[src/rtl/rxs_pkg.sv]
package rxs_pkg;

   typedef enum logic {
      EDGE_RISE = 1'b0,
      EDGE_FALL = 1'b1
   } sys_edge_e;

   typedef struct packed {
      logic rise;
      logic fall;
   } edge_evt_t;

   function automatic logic pick_evt(edge_evt_t e, sys_edge_e sel);
      return (sel == EDGE_FALL) ? e.fall : e.rise;
   endfunction

endpackage

[src/rtl/rxs_edge_sync.sv]
module rxs_edge_sync
   import rxs_pkg::*;
#(
   parameter int STAGES = 2
) (
   input  logic      clk,
   input  logic      rst_n,
   input  logic      sys_ck,
   input  logic      sys_fp,
   output edge_evt_t evt,
   output logic      fp_lvl
);

   // clock and frame pulse travel through matched chains so that the
   // pulse level seen with an edge is the level present at that edge
   for (genvar g = 0; g < STAGES; g++) begin : g_stage
      logic ck_q;
      logic fp_q;
      if (g == 0) begin : g_first
         always_ff @(posedge clk or negedge rst_n) begin
            if (!rst_n) begin
               ck_q <= 1'b0;
               fp_q <= 1'b0;
            end else begin
               ck_q <= sys_ck;
               fp_q <= sys_fp;
            end
         end
      end else begin : g_next
         always_ff @(posedge clk or negedge rst_n) begin
            if (!rst_n) begin
               ck_q <= 1'b0;
               fp_q <= 1'b0;
            end else begin
               ck_q <= g_stage[g-1].ck_q;
               fp_q <= g_stage[g-1].fp_q;
            end
         end
      end
   end

   logic ck_last;
   logic ck_prev;

   assign ck_last = g_stage[STAGES-1].ck_q;
   assign fp_lvl  = g_stage[STAGES-1].fp_q;

   always_ff @(posedge clk or negedge rst_n) begin
      if (!rst_n) ck_prev <= 1'b0;
      else        ck_prev <= ck_last;
   end

   assign evt.rise = ck_last & ~ck_prev;
   assign evt.fall = ~ck_last & ck_prev;

endmodule

[src/rtl/rxs_frame_watch.sv]
module rxs_frame_watch #(
   parameter int POS_W = 10
) (
   input  logic             clk,
   input  logic             rst_n,
   input  logic             fp_evt,
   input  logic             fp_lvl,
   input  logic             fp_low_active,
   input  logic [POS_W-1:0] frame_len,
   input  logic             alarm_clr,
   output logic             pulse_ok,
   output logic             spacing_alarm
);

   logic             prev_act;
   logic             have_ref;
   logic [POS_W-1:0] spm;
   logic [POS_W-1:0] len_m1;
   logic             act;
   logic             pulse;
   logic             bad;

   assign len_m1   = frame_len - POS_W'(1);
   assign act      = fp_lvl ^ fp_low_active;
   assign pulse    = fp_evt & act & ~prev_act;
   // spm counts sampling edges since the last pulse, modulo the frame length
   assign bad      = have_ref & (spm != len_m1);
   assign pulse_ok = pulse & ~bad;

   always_ff @(posedge clk or negedge rst_n) begin
      if (!rst_n) begin
         prev_act <= 1'b0;
         have_ref <= 1'b0;
         spm      <= '0;
      end else if (fp_evt) begin
         prev_act <= act;
         if (pulse) begin
            spm      <= '0;
            have_ref <= 1'b1;
         end else if (spm >= len_m1) begin
            spm <= '0;
         end else begin
            spm <= spm + POS_W'(1);
         end
      end
   end

   // setting takes precedence over a simultaneous clear strobe
   always_ff @(posedge clk or negedge rst_n) begin
      if (!rst_n)             spacing_alarm <= 1'b0;
      else if (pulse && bad)  spacing_alarm <= 1'b1;
      else if (alarm_clr)     spacing_alarm <= 1'b0;
   end

endmodule

[src/rtl/rxs_bit_timer.sv]
module rxs_bit_timer #(
   parameter int POS_W  = 10,
   parameter int SLOT_W = 5,
   parameter int BYTE_W = 8,
   parameter int SIG_W  = 4
) (
   input  logic              clk,
   input  logic              rst_n,
   input  logic              dat_evt,
   input  logic              pulse_ok,
   input  logic              same_edge,
   input  logic              dbl,
   input  logic              upd_second,
   input  logic              t1_mode,
   input  logic [POS_W-1:0]  frame_len,
   input  logic              f_bit,
   input  logic [BYTE_W-1:0] slot_byte,
   input  logic [SIG_W-1:0]  slot_sig,
   output logic [POS_W-1:0]  pos,
   output logic [SLOT_W-1:0] slot_idx,
   output logic              upd_fire,
   output logic              ser_data,
   output logic              ser_sig
);

   localparam int BP_W  = $clog2(BYTE_W);
   localparam int SIG_B = $clog2(SIG_W);

   logic             align_req;
   logic             do_align;
   logic [POS_W-1:0] pos_nxt;
   logic [POS_W-1:0] bit_ix;
   logic [POS_W-1:0] in_slots;
   logic             is_fbit;
   logic [BP_W-1:0]  bp;
   logic [BP_W-1:0]  inv_bp;
   logic             sig_zone;

   // an early pulse (edges differ) waits here for the next update edge
   always_ff @(posedge clk or negedge rst_n) begin
      if (!rst_n)                      align_req <= 1'b0;
      else if (pulse_ok && !same_edge) align_req <= 1'b1;
      else if (dat_evt)                align_req <= 1'b0;
   end

   assign do_align = align_req | (pulse_ok & same_edge);

   always_comb begin
      if (do_align)                          pos_nxt = '0;
      else if (pos >= frame_len - POS_W'(1)) pos_nxt = '0;
      else                                   pos_nxt = pos + POS_W'(1);
   end

   always_ff @(posedge clk or negedge rst_n) begin
      if (!rst_n)       pos <= '0;
      else if (dat_evt) pos <= pos_nxt;
   end

   // double-rate clock: position counts half bits, LSB is the edge phase
   assign bit_ix   = dbl ? (pos_nxt >> 1) : pos_nxt;
   assign upd_fire = dat_evt & (~dbl | (pos_nxt[0] == upd_second));
   assign is_fbit  = t1_mode & (bit_ix == '0);
   assign in_slots = t1_mode ? (bit_ix - POS_W'(1)) : bit_ix;
   assign bp       = in_slots[BP_W-1:0];
   assign inv_bp   = ~bp;
   assign sig_zone = (inv_bp < BP_W'(SIG_W));
   assign slot_idx = is_fbit ? '0 : SLOT_W'(in_slots >> BP_W);

   always_ff @(posedge clk or negedge rst_n) begin
      if (!rst_n) begin
         ser_data <= 1'b0;
         ser_sig  <= 1'b0;
      end else if (upd_fire) begin
         if (is_fbit) begin
            ser_data <= f_bit;
            ser_sig  <= 1'b0;
         end else begin
            ser_data <= slot_byte[inv_bp];
            ser_sig  <= sig_zone ? slot_sig[inv_bp[SIG_B-1:0]] : 1'b0;
         end
      end
   end

endmodule

[src/rtl/rxs_slave_port.sv]
module rxs_slave_port
   import rxs_pkg::*;
#(
   parameter int  BITS_T1     = 193,
   parameter int  BITS_E1     = 256,
   parameter int  BYTE_W      = 8,
   parameter int  SIG_W       = 4,
   parameter int  SYNC_STAGES = 2,
   localparam int POS_W       = $clog2(2 * BITS_E1) + 1,
   localparam int SLOT_W      = $clog2(BITS_E1 / BYTE_W)
) (
   input  logic              clk,
   input  logic              rst_n,
   input  logic              sys_ck,
   input  logic              sys_fp,
   input  logic              fp_edge_fall,
   input  logic              dat_edge_fall,
   input  logic              fp_low_active,
   input  logic              rate_2m,
   input  logic              clk_double,
   input  logic              upd_second,
   input  logic              f_bit,
   input  logic [BYTE_W-1:0] slot_byte,
   input  logic [SIG_W-1:0]  slot_sig,
   input  logic              alarm_en,
   input  logic              alarm_clr,
   output logic [SLOT_W-1:0] slot_idx,
   output logic              ser_data,
   output logic              ser_sig,
   output logic              spacing_alarm,
   output logic              irq
);

   // elaboration-time parameter checks
   if (BYTE_W < 4 || (BYTE_W & (BYTE_W - 1)) != 0) begin : g_bad_byte
      $error("BYTE_W must be a power of two, at least 4");
   end
   if (SIG_W < 2 || SIG_W >= BYTE_W || (SIG_W & (SIG_W - 1)) != 0) begin : g_bad_sig
      $error("SIG_W must be a power of two between 2 and BYTE_W/2");
   end
   if (BITS_E1 % BYTE_W != 0) begin : g_bad_e1
      $error("BITS_E1 must hold whole slots");
   end
   if ((BITS_T1 - 1) % BYTE_W != 0 || BITS_T1 >= BITS_E1) begin : g_bad_t1
      $error("BITS_T1 must be one F bit plus whole slots, shorter than BITS_E1");
   end
   if (SYNC_STAGES < 2) begin : g_bad_sync
      $error("SYNC_STAGES must be at least 2");
   end

   edge_evt_t        evt;
   logic             fp_lvl;
   logic             fp_evt;
   logic             dat_evt;
   logic             same_edge;
   logic             dbl;
   logic             t1_mode;
   logic [POS_W-1:0] frame_len;
   logic             pulse_ok;
   logic             upd_fire;
   logic [POS_W-1:0] pos;

   assign fp_evt    = pick_evt(evt, sys_edge_e'(fp_edge_fall));
   assign dat_evt   = pick_evt(evt, sys_edge_e'(dat_edge_fall));
   assign same_edge = (fp_edge_fall == dat_edge_fall);
   assign t1_mode   = ~rate_2m;
   assign dbl       = clk_double & rate_2m;
   assign frame_len = t1_mode ? POS_W'(BITS_T1)
                    : (dbl ? POS_W'(2 * BITS_E1) : POS_W'(BITS_E1));

   rxs_edge_sync #(
      .STAGES (SYNC_STAGES)
   ) u_sync (
      .clk    (clk),
      .rst_n  (rst_n),
      .sys_ck (sys_ck),
      .sys_fp (sys_fp),
      .evt    (evt),
      .fp_lvl (fp_lvl)
   );

   rxs_frame_watch #(
      .POS_W (POS_W)
   ) u_watch (
      .clk           (clk),
      .rst_n         (rst_n),
      .fp_evt        (fp_evt),
      .fp_lvl        (fp_lvl),
      .fp_low_active (fp_low_active),
      .frame_len     (frame_len),
      .alarm_clr     (alarm_clr),
      .pulse_ok      (pulse_ok),
      .spacing_alarm (spacing_alarm)
   );

   rxs_bit_timer #(
      .POS_W  (POS_W),
      .SLOT_W (SLOT_W),
      .BYTE_W (BYTE_W),
      .SIG_W  (SIG_W)
   ) u_timer (
      .clk        (clk),
      .rst_n      (rst_n),
      .dat_evt    (dat_evt),
      .pulse_ok   (pulse_ok),
      .same_edge  (same_edge),
      .dbl        (dbl),
      .upd_second (upd_second),
      .t1_mode    (t1_mode),
      .frame_len  (frame_len),
      .f_bit      (f_bit),
      .slot_byte  (slot_byte),
      .slot_sig   (slot_sig),
      .pos        (pos),
      .slot_idx   (slot_idx),
      .upd_fire   (upd_fire),
      .ser_data   (ser_data),
      .ser_sig    (ser_sig)
   );

   assign irq = spacing_alarm & alarm_en;

endmodule

[config.mk]
export PLATFORM = sky130hd
export DESIGN_NAME = rxs_slave_port
export DESIGN_NICKNAME = d
export VERILOG_FILES = /design/src/rtl/rxs_pkg.sv /design/src/rtl/rxs_edge_sync.sv /design/src/rtl/rxs_frame_watch.sv /design/src/rtl/rxs_bit_timer.sv /design/src/rtl/rxs_slave_port.sv
export SDC_FILE = /design/constraint.sdc
export NUM_CORES = 1
export LEC_CHECK = 0
export ABC_AREA = 0
export BUFFER_PORTS_ARGS = -buffer_cell sky130_fd_sc_hd__buf_2
export CAP_MARGIN = 20
export CELL_PAD_IN_SITES_DETAIL_PLACEMENT = 1
export CELL_PAD_IN_SITES_GLOBAL_PLACEMENT = 2
export CORE_ASPECT_RATIO = 1.5
export CORE_MARGIN = 2
export CORE_UTILIZATION = 34
export CTS_CLUSTER_SIZE = 12
export DETAILED_ROUTE_END_ITERATION = 10
export GPL_TIMING_DRIVEN = 0
export PLACE_DENSITY = 0.9
export SLEW_MARGIN = 20
export SYNTH_ARGS = -nofsm -noshare
export SYNTH_HDL_FRONTEND = slang
export SYNTH_SLANG_ARGS = --single-unit
export TNS_END_PERCENT = 10
[constraint.sdc]
create_clock -name clk -period 5.58 [get_ports clk]
set_clock_uncertainty 0.15 [all_clocks]
set_input_delay 0.558 -clock clk [delete_from_list [all_inputs] [get_ports clk]]
set_output_delay 0.558 -clock clk [all_outputs]
set_load 0.03 [all_outputs]
==> metrics.md, run 1 <==
| Metric | Value |
|---|---|
| Hpwl dp | `6.90 mm` |
| Setup TNS | `0 ns` |
| Initial Util | `34.9%` |
| Asr flop ratio synth | `100%` |
| Cells after synthesis | `356` |
| Tot GR Track Use | `21.1%` |
| Seq cells post-synth | `31` |
| Initial drt markers | `104` |
| Layout area overhead | `16.5%` |
| Run status | `completed` |
| Top post-synthesis cells by area | `dfrtp_1 (28%), ha_1 (9.0%), o21ai_0 (6.7%)` |
| Worst vdd ir | `0.183 mV` |
| Largest net degree at the start of global routing | `32` |
| PwrDens | `393 nW/um2` |
| Top-area cell type share of the netlist area | `28.0%` |
| Ys Warns | `0` |
| Final setup viols | `0` |
| Finished Core Util | `40.6%` |
| Std cell rows | `40` |
| Worst slack, placed | `-0.396 ns` |
| Ant. Diodes | `0` |
| Post-route insts no fill | `502` |
| Total congestion overflow | `0` |
| Post-layout min period | `5.14 ns` |
| Data arrival time of the worst path | `4.43 ns` |
| WS Path Type | `input pin to primary output` |
| Max Fclk | `195 MHz` |
| CP max FO | `16` |
| Routed WL | `8.83 mm` |
| Clk slew on worst S/H paths | `0.06 ns` |
| R2r setup slk | `0.82 ns` |
| Max Slew Vio Count | `0` |
| CTS tree | `built` |
| Initial antenna violation count | `0` |
| Tightest Pin Transition | `0.780 ns` |
| Dpl cells | `494` |
| Register area share after synthesis | `28.0%` |
| Area leader, netlist | `dfrtp_1` |
| Hold Violations, Final | `0` |
| CP required | `4.87 ns` |
| CP startpoint kind | `input pin` |
| Post-Layout Inst Area | `3230 um2` |
| Die X | `77.8 um` |
| Die height | `115 um` |
| Hold Path Class | `input pin to async pin` |
| Total power | `1.27 mW` |
| Worst R2R Start | `u_timer.pos[0]$_DFFE_PN0P_` |
| Die area | `8920 um2` |
| Max H-tree Level | `2` |
| First-pass DRT Iterations | `4` |
| Final period utilization | `92.0%` |
| Max_cap viols | `0` |
| Post-route ant nets | `0` |
| Worst r2r dst | `u_timer.ser_data$_DFFE_PN0P_` |
| Syn Area/Cell | `7.80 um2` |
| Library cells used by synthesis | `57` |
| Post-synth top cells | `nand2_1 (41), o21ai_0 (37), dfrtp_1 (31)` |
| Placed cell areas | `3070 um2` |
| Vias per cell | `5.74` |
| Slew HR | `48.0%` |
| Final net count | `441` |
| Final setup margin | `0.444 ns` |
| CTS Buf Count | `5` |
| Root Buffer | `clkbuf_16` |
| First-pass GRT wire length | `14.9 mm` |
| Setup crit end kind | `primary output` |
| Gp weighted congestion | `0.899` |
| Routed length per instance | `17.6 um` |
| Synth Flop Type | `dfrtp_1` |
| Post-synth EDFFs | `0` |
| Vias in the first global route | `3061` |
| Port buffer count | `32` |
| Layout cells sized above 1 | `15.4%` |
| Most common cell in the netlist | `nand2_1` |
| I/O Pins | `34` |
| Core region area | `7960 um2` |
| Leakage | `1.37 nW` |
| Cell Area, Synth | `2780 um2` |
| Via count | `2879` |
| Clock latency on the worst-skew pair | `0.28 ns` |
| R2r worst-path depth | `20` |
| Worst-case hold slack | `0.196 ns` |
| Unrepaired setup endpoints after global routing | `no` |
| Residual DRC | `0` |
| Clock Sinks | `31` |
| Clock Path Buffers | `2` |
kinds of logic after synthesis:
group	Yosys count	synth area share (%)
and+or+nand+nor	139	24.8
buffers and inverters	31	4.96
muxes	4	1.89
AOI/OAI and AO/OA	120	28.1
xor gates and xnor gates	10	3.16
other	1	0.135
adders and majority gates	20	9.02
DFF	31	28.0
where the power goes:
part / leakage (nW) / total [mW] / switching [mW] / internal, mW
Combinational: 0.910 / 0.683 / 0.436 / 0.247
Clock: 0.0664 / 0.276 / 0.109 / 0.167
Sequential: 0.395 / 0.311 / 0.0411 / 0.270
Total: 1.37 / 1.27 / 0.587 / 0.684
worst max path at each step:
| stage | startpoint | endpoint | slack (ns) | cells after the start |
|---|---|---|---|---|
| 6_report | clk_double | slot_idx[1] | 0.44 | 18 |
| 2_1_floorplan | clk_double | slot_idx[0] | 0.76 | 18 |
| 5_1_grt | clk_double | slot_idx[1] | 0.03 | 18 |
| 3_5_place_dp | rate_2m | slot_idx[1] | -0.40 | 18 |
| 4_1_cts | clk_double | slot_idx[1] | 0.08 | 19 |
| 3_3_place_gp | rate_2m | slot_idx[1] | -0.34 | 18 |
timing repair:
item	CTS	global route
setup buffers	1	0
cloned	0	0
resized for setup	4	0
hold buffers	0	0
setup endpoints to repair	5	6
hold endpoints to repair	0	0
registers in the layout, indices dropped and copies added, names as in the netlist:
signal,count
u_timer.align_req,1
u_watch.spm,10
u_timer.ser_sig,1
u_sync.fp_lvl,1
u_timer.pos,10
u_sync.g_stage.ck_q,1
u_watch.have_ref,1
u_sync.ck_prev,1
u_sync.g_stage.fp_q,1
u_sync.ck_last,1
u_timer.ser_data,1
u_watch.spacing_alarm,1
u_watch.prev_act,1
placed cells by master (no fill, tap or decap), types with 6 or more instances in the layout:
cell,n
nand2_1,41
buf_2,39
o21ai_0,37
dfrtp_1,31
nor2_1,26
a21oi_1,22
ha_1,20
nand2b_1,15
nand3_1,14
nor3_1,11
inv_1,10
clkbuf_1,7
nand4_1,7
xnor2_1,7
and3_1,7
a211oi_1,6
o211ai_1,6
worst max-delay path, stage by stage:
cell	delay (ns)
clkbuf_2	0.18
and2_1	0.26
inv_1	0.16
buf_2	0.23
ha_1	0.30
nand4_1	0.11
o31ai_2	0.34
nand4_1	0.23
and3_1	0.26
buf_6	0.16
clkbuf_2	0.23
o211ai_1	0.18
ha_1	0.25
nor2b_2	0.33
a31oi_1	0.14
o2111ai_1	0.21
a21oi_1	0.10
buf_2	0.19
cell type report:
cell class | count | area, um2
inverters | 11 | 45.0
repair buffers | 33 | 168
plain buffers | 19 | 95.1
well taps | 105 | 131
multi-input cells | 295 | 1870
clock inverters | 3 | 23.8
flip-flops and latches | 31 | 776
fillers | 1008 | 4730
clock buffers | 5 | 125
layer usage:
layer	vias to the layer above	GRT usage (%)	wire length, um
met3	15	3.55	295
met5	-	0	0
met2	51	42.4	5040
met4	0	8.33	202
li1	1404	-	-
met1	1409	20.9	3290
Note: power is estimated with default switching activity, not from simulation.
==> run 2: changes to the inputs <==
- CORE_UTILIZATION: 34 -> 36
- GPL_TIMING_DRIVEN: 0 -> default
- SYNTH_HIERARCHICAL: default -> 1
==> metrics.md, run 2 <==
| Metric | Value |
|---|---|
| Post-route ant nets | `0 (unchanged)` |
| Initial drt markers | `54 (was 104)` |
| Crit path to | `slot_idx[1] (unchanged)` |
| Compound-Gate Fraction of Synth Area | `19.9% (was 28.1%)` |
| First-pass GRT wire length | `14.1 mm (was 14.9 mm)` |
| Final setup viols | `0 (unchanged)` |
| Run status | `completed (unchanged)` |
| Largest net degree at the start of global routing | `32 (unchanged)` |
| CP max FO | `15 (was 16)` |
| Worst r2r dst | `u_timer/ser_data$_DFFE_PN0P_ (was u_timer.ser_data$_DFFE_PN0P_)` |
| First-pass DRT Iterations | `4 (unchanged)` |
| Layout cells sized above 1 | `14.9% (was 15.4%)` |
| Unrepaired setup endpoints after global routing | `no (unchanged)` |
| Worst Setup SP | `rate_2m (was clk_double)` |
| Final net count | `466 (was 441)` |
| Post-synth top cells | `nand2_1 (40), dfrtp_1 (31), ha_1 (26) (was nand2_1 (41), o21ai_0 (37), dfrtp_1 (31))` |
| Max_cap viols | `0 (unchanged)` |
| Post-synthesis xor/xnor area fraction | `9.09% (was 3.16%)` |
| Most common cell in the netlist | `nand2_1 (unchanged)` |
| Multi-input logic area | `2240 um2 (was 1870 um2)` |
| Port buffer count | `33 (was 32)` |
| Placed cell areas | `3410 um2 (was 3070 um2)` |
| Residual DRC | `0 (unchanged)` |
| WS Path Type | `input pin to primary output (unchanged)` |
| Ys Warns | `6 (was 0)` |
| Root Buffer | `clkbuf_16 (unchanged)` |
| Std cell rows | `41 (was 40)` |
| Final period utilization | `91.1% (was 92.0%)` |
| Register area share after synthesis | `25.4% (was 28.0%)` |
| CTS tree | `built (unchanged)` |
| Via count | `2823 (was 2879)` |
| Clock latency on the worst-skew pair | `0.28 ns (about the same)` |
| FF+latch area | `776 um2 (unchanged)` |
| Clock Path Buffers | `2 (unchanged)` |
| Layout area overhead | `17.4% (was 16.5%)` |
| Post-layout min period | `5.08 ns (was 5.14 ns)` |
| Library cells used by synthesis | `65 (was 57)` |
| Worst vdd ir | `0.189 mV (was 0.183 mV)` |
| Clk slew on worst S/H paths | `0.05 ns (was 0.06 ns)` |
| Hold Violations, Final | `0 (unchanged)` |
| Tightest Pin Transition | `1.02 ns (was 0.780 ns)` |
| Data arrival time of the worst path | `4.37 ns (was 4.43 ns)` |
| Ant. Diodes | `0 (unchanged)` |
| Vias per cell | `5.40 (was 5.74)` |
| Area leader, netlist | `dfrtp_1 (unchanged)` |
| Cell Area, Synth | `3060 um2 (was 2780 um2)` |
| Crit-path slowest cell | `or3_4 (was o31ai_2)` |
| Setup crit end kind | `primary output (unchanged)` |
| Setup TNS | `0 ns (unchanged)` |
| Max incr delay on CP | `0.35 ns (was 0.34 ns)` |
| Mux share of post-synthesis cell area | `8.19% (was 1.89%)` |
| CTS Buf Count | `5 (unchanged)` |
| Cells after synthesis | `357 (was 356)` |
| Max Slew Vio Count | `0 (unchanged)` |
| Max Fclk | `197 MHz (was 195 MHz)` |
| Critical-path cell list | `buf_2 -> inv_1 -> nand2b_1 -> or3_4 -> nor3_2 -> xnor2_1 -> ha_1 -> nand4_1 -> nor3_2 -> nand3_1 -> a21oi_1 -> nand2_1 -> o211a_1 -> o221a_4 -> o211ai_1 -> ha_1 -> nand2_1 -> a21oi_1 -> o21a_2 -> a21oi_1 -> buf_2 (was clkbuf_2 -> and2_1 -> inv_1 -> buf_2 -> ha_1 -> nand4_1 -> o31ai_2 -> nand4_1 -> and3_1 -> buf_6 -> clkbuf_2 -> o211ai_1 -> ha_1 -> nor2b_2 -> a31oi_1 -> o2111ai_1 -> a21oi_1 -> buf_2)` |
| I/O Pins | `34 (unchanged)` |
| R2r worst-path depth | `15 (was 20)` |
| CP most frequent cell | `a21oi_1` |
| Core region area | `8310 um2 (was 7960 um2)` |
| Top post-synthesis cells by area | `dfrtp_1 (25%), ha_1 (11%), mux2i_1 (6.2%) (was dfrtp_1 (28%), ha_1 (9.0%), o21ai_0 (6.7%))` |
| Hold_buf cts | `0 (unchanged)` |
| CP startpoint kind | `input pin (unchanged)` |
| Total congestion overflow | `0 (unchanged)` |
| Syn Area/Cell | `8.56 um2 (was 7.80 um2)` |
| Die X | `79.2 um (was 77.8 um)` |
| Top-area cell type share of the netlist area | `25.4% (was 28.0%)` |
| R2r setup slk | `1.64 ns (was 0.82 ns)` |
| Post-synth EDFFs | `0 (unchanged)` |
| Routed length per instance | `15.6 um (was 17.6 um)` |
| Initial Util | `36.8% (was 34.9%)` |
| Fillcell total | `1056 (was 1008)` |
| Largest family of logic cells by synthesized area | `simple AND/OR/NAND/NOR gates (was compound AO/OA/AOI/OAI gates)` |
| Slew HR | `32.3% (was 48.0%)` |
| PwrDens | `317 nW/um2 (was 393 nW/um2)` |
| Die area | `9260 um2 (was 8920 um2)` |
| Vias in the first global route | `3115 (was 3061)` |
| Post-Synth Simple-Gate Area | `21.4% (was 24.8%)` |
| Asr flop ratio synth | `100% (unchanged)` |
| Seq cells post-synth | `31 (unchanged)` |
| Leakage | `1.60 nW (was 1.37 nW)` |
| Worst R2R Start | `u_sync/ck_last$_DFF_PN0_ (was u_timer.pos[0]$_DFFE_PN0P_)` |
| Tot GR Track Use | `19.2% (was 21.1%)` |
| Routed WL | `8.17 mm (was 8.83 mm)` |
| Hpwl dp | `6.36 mm (was 6.90 mm)` |
| Commonest cells after routing, fill and taps aside | `nand2_1 (40), buf_2 (33), conb_1 (32) (was nand2_1 (41), buf_2 (39), o21ai_0 (37))` |
| Die height | `117 um (was 115 um)` |
| Biggest regs | `u_timer/pos x10, u_watch/spm x10 (was u_timer.pos x10, u_watch.spm x10)` |
| Initial antenna violation count | `0 (unchanged)` |
| Post-Layout Inst Area | `3590 um2 (was 3230 um2)` |
| Most common cell after layout, fill and taps aside | `nand2_1 (unchanged)` |
| Synth Flop Type | `dfrtp_1 (unchanged)` |
| Hold Path Class | `input pin to async pin (unchanged)` |
| Max H-tree Level | `2 (unchanged)` |
| CP required | `4.87 ns (about the same)` |
| Clock Sinks | `31 (unchanged)` |
| Synth Area in Adders | `10.6% (was 9.02%)` |
| Gp weighted congestion | `0.789 (was 0.899)` |
==> run 2: changes by cell type in the layout (fill, tap and decap cells not counted), moves of 8 or more <==
cell / delta
o21ai_0: -18
nor2_1: -12
a21oi_1: -8
conb_1: +30
inv_1: +11
nand3_1: +8
xnor2_1: +11
mux2i_1: +16
==> run 2: through the flow <==
step | instances | hold slack (ns) | setup WS, ns | total power, mW | utilization [%]
floorplan | 388 | 0.112 | 0.688 | 0.687 | -
global placement | 515 | 0.182 | 0.698 | 0.801 | 41.0
detailed placement | 515 | 0.186 | 0.448 | 0.817 | 41.0
CTS | 523 | 0.194 | 0.339 | 1.15 | 43.1
global route | 523 | 0.211 | 0.0572 | 1.22 | 43.2
finish | 523 | 0.199 | 0.499 | 1.14 | 43.2
==> run 2: critical path, delay by kind of cell <==
kind                     cells  cell delay (ns)
AO/OA/AOI/OAI                7             1.35
XOR/XNOR                     1             0.09
adder cells (fa/ha/maj)      2             0.53
buffers and inverters        3             0.42
AND/OR/NAND/NOR              8             1.43
==> run 2: worst min path at each step <==
stage	cells after the start	endpoint	slack, ns
global placement	0	u_sync/fp_lvl$_DFF_PN0_	0.18
global route	0	u_sync/ck_last$_DFF_PN0_	0.21
CTS	0	u_sync/ck_last$_DFF_PN0_	0.19
finish	1	u_timer/pos[2]$_DFFE_PN0P_	0.20
detailed placement	0	u_sync/ck_last$_DFF_PN0_	0.19
floorplan	0	u_sync/ck_last$_DFF_PN0_	0.11
==> run 2: where the power goes <==
group | leakage, nW | total, mW | switching, mW | internal, mW
sequential | 0.402 | 0.319 | 0.0578 | 0.261
combinational | 1.11 | 0.494 | 0.292 | 0.202
clock | 0.0868 | 0.323 | 0.101 | 0.222
total | 1.60 | 1.14 | 0.451 | 0.685
==> run 2: per-layer routing <==
layer	GRT usage (%)	vias to the layer above	wire length, um
met4	7.93	0	212
met1	19.0	1387	3040
met2	39.1	47	4720
met5	0	-	0
met3	2.45	15	195
li1	-	1374	-
==> run 2: cells by family (layout without fill, tap and decap cells) <==
logic type      after synthesis  in the layout
simple gates                125            125
compound gates               84             84
buf+inv                      37             65
flops                        31             31
xor+xnor                     30             30
fa+ha+maj                    26             26
mux                          23             23
other cells                   1             32
==> run 2: area by class of cell <==
| type | instances | share of cell area (%) |
|---|---|---|
| clock inverter | 2 | 0.976 |
| tap | 107 | 3.73 |
| inverter | 21 | 2.20 |
| multi-input combinational | 320 | 62.4 |
| clock buffer | 6 | 3.87 |
| timing repair buffer | 36 | 5.23 |
| sequential | 31 | 21.6 |
==> run 2: what timing repair did <==
item,in CTS,in global routing
buffers inserted,0,0
endpoints found under the setup margin,0,4
resized for setup,0,1
hold endpoints to repair,0,0
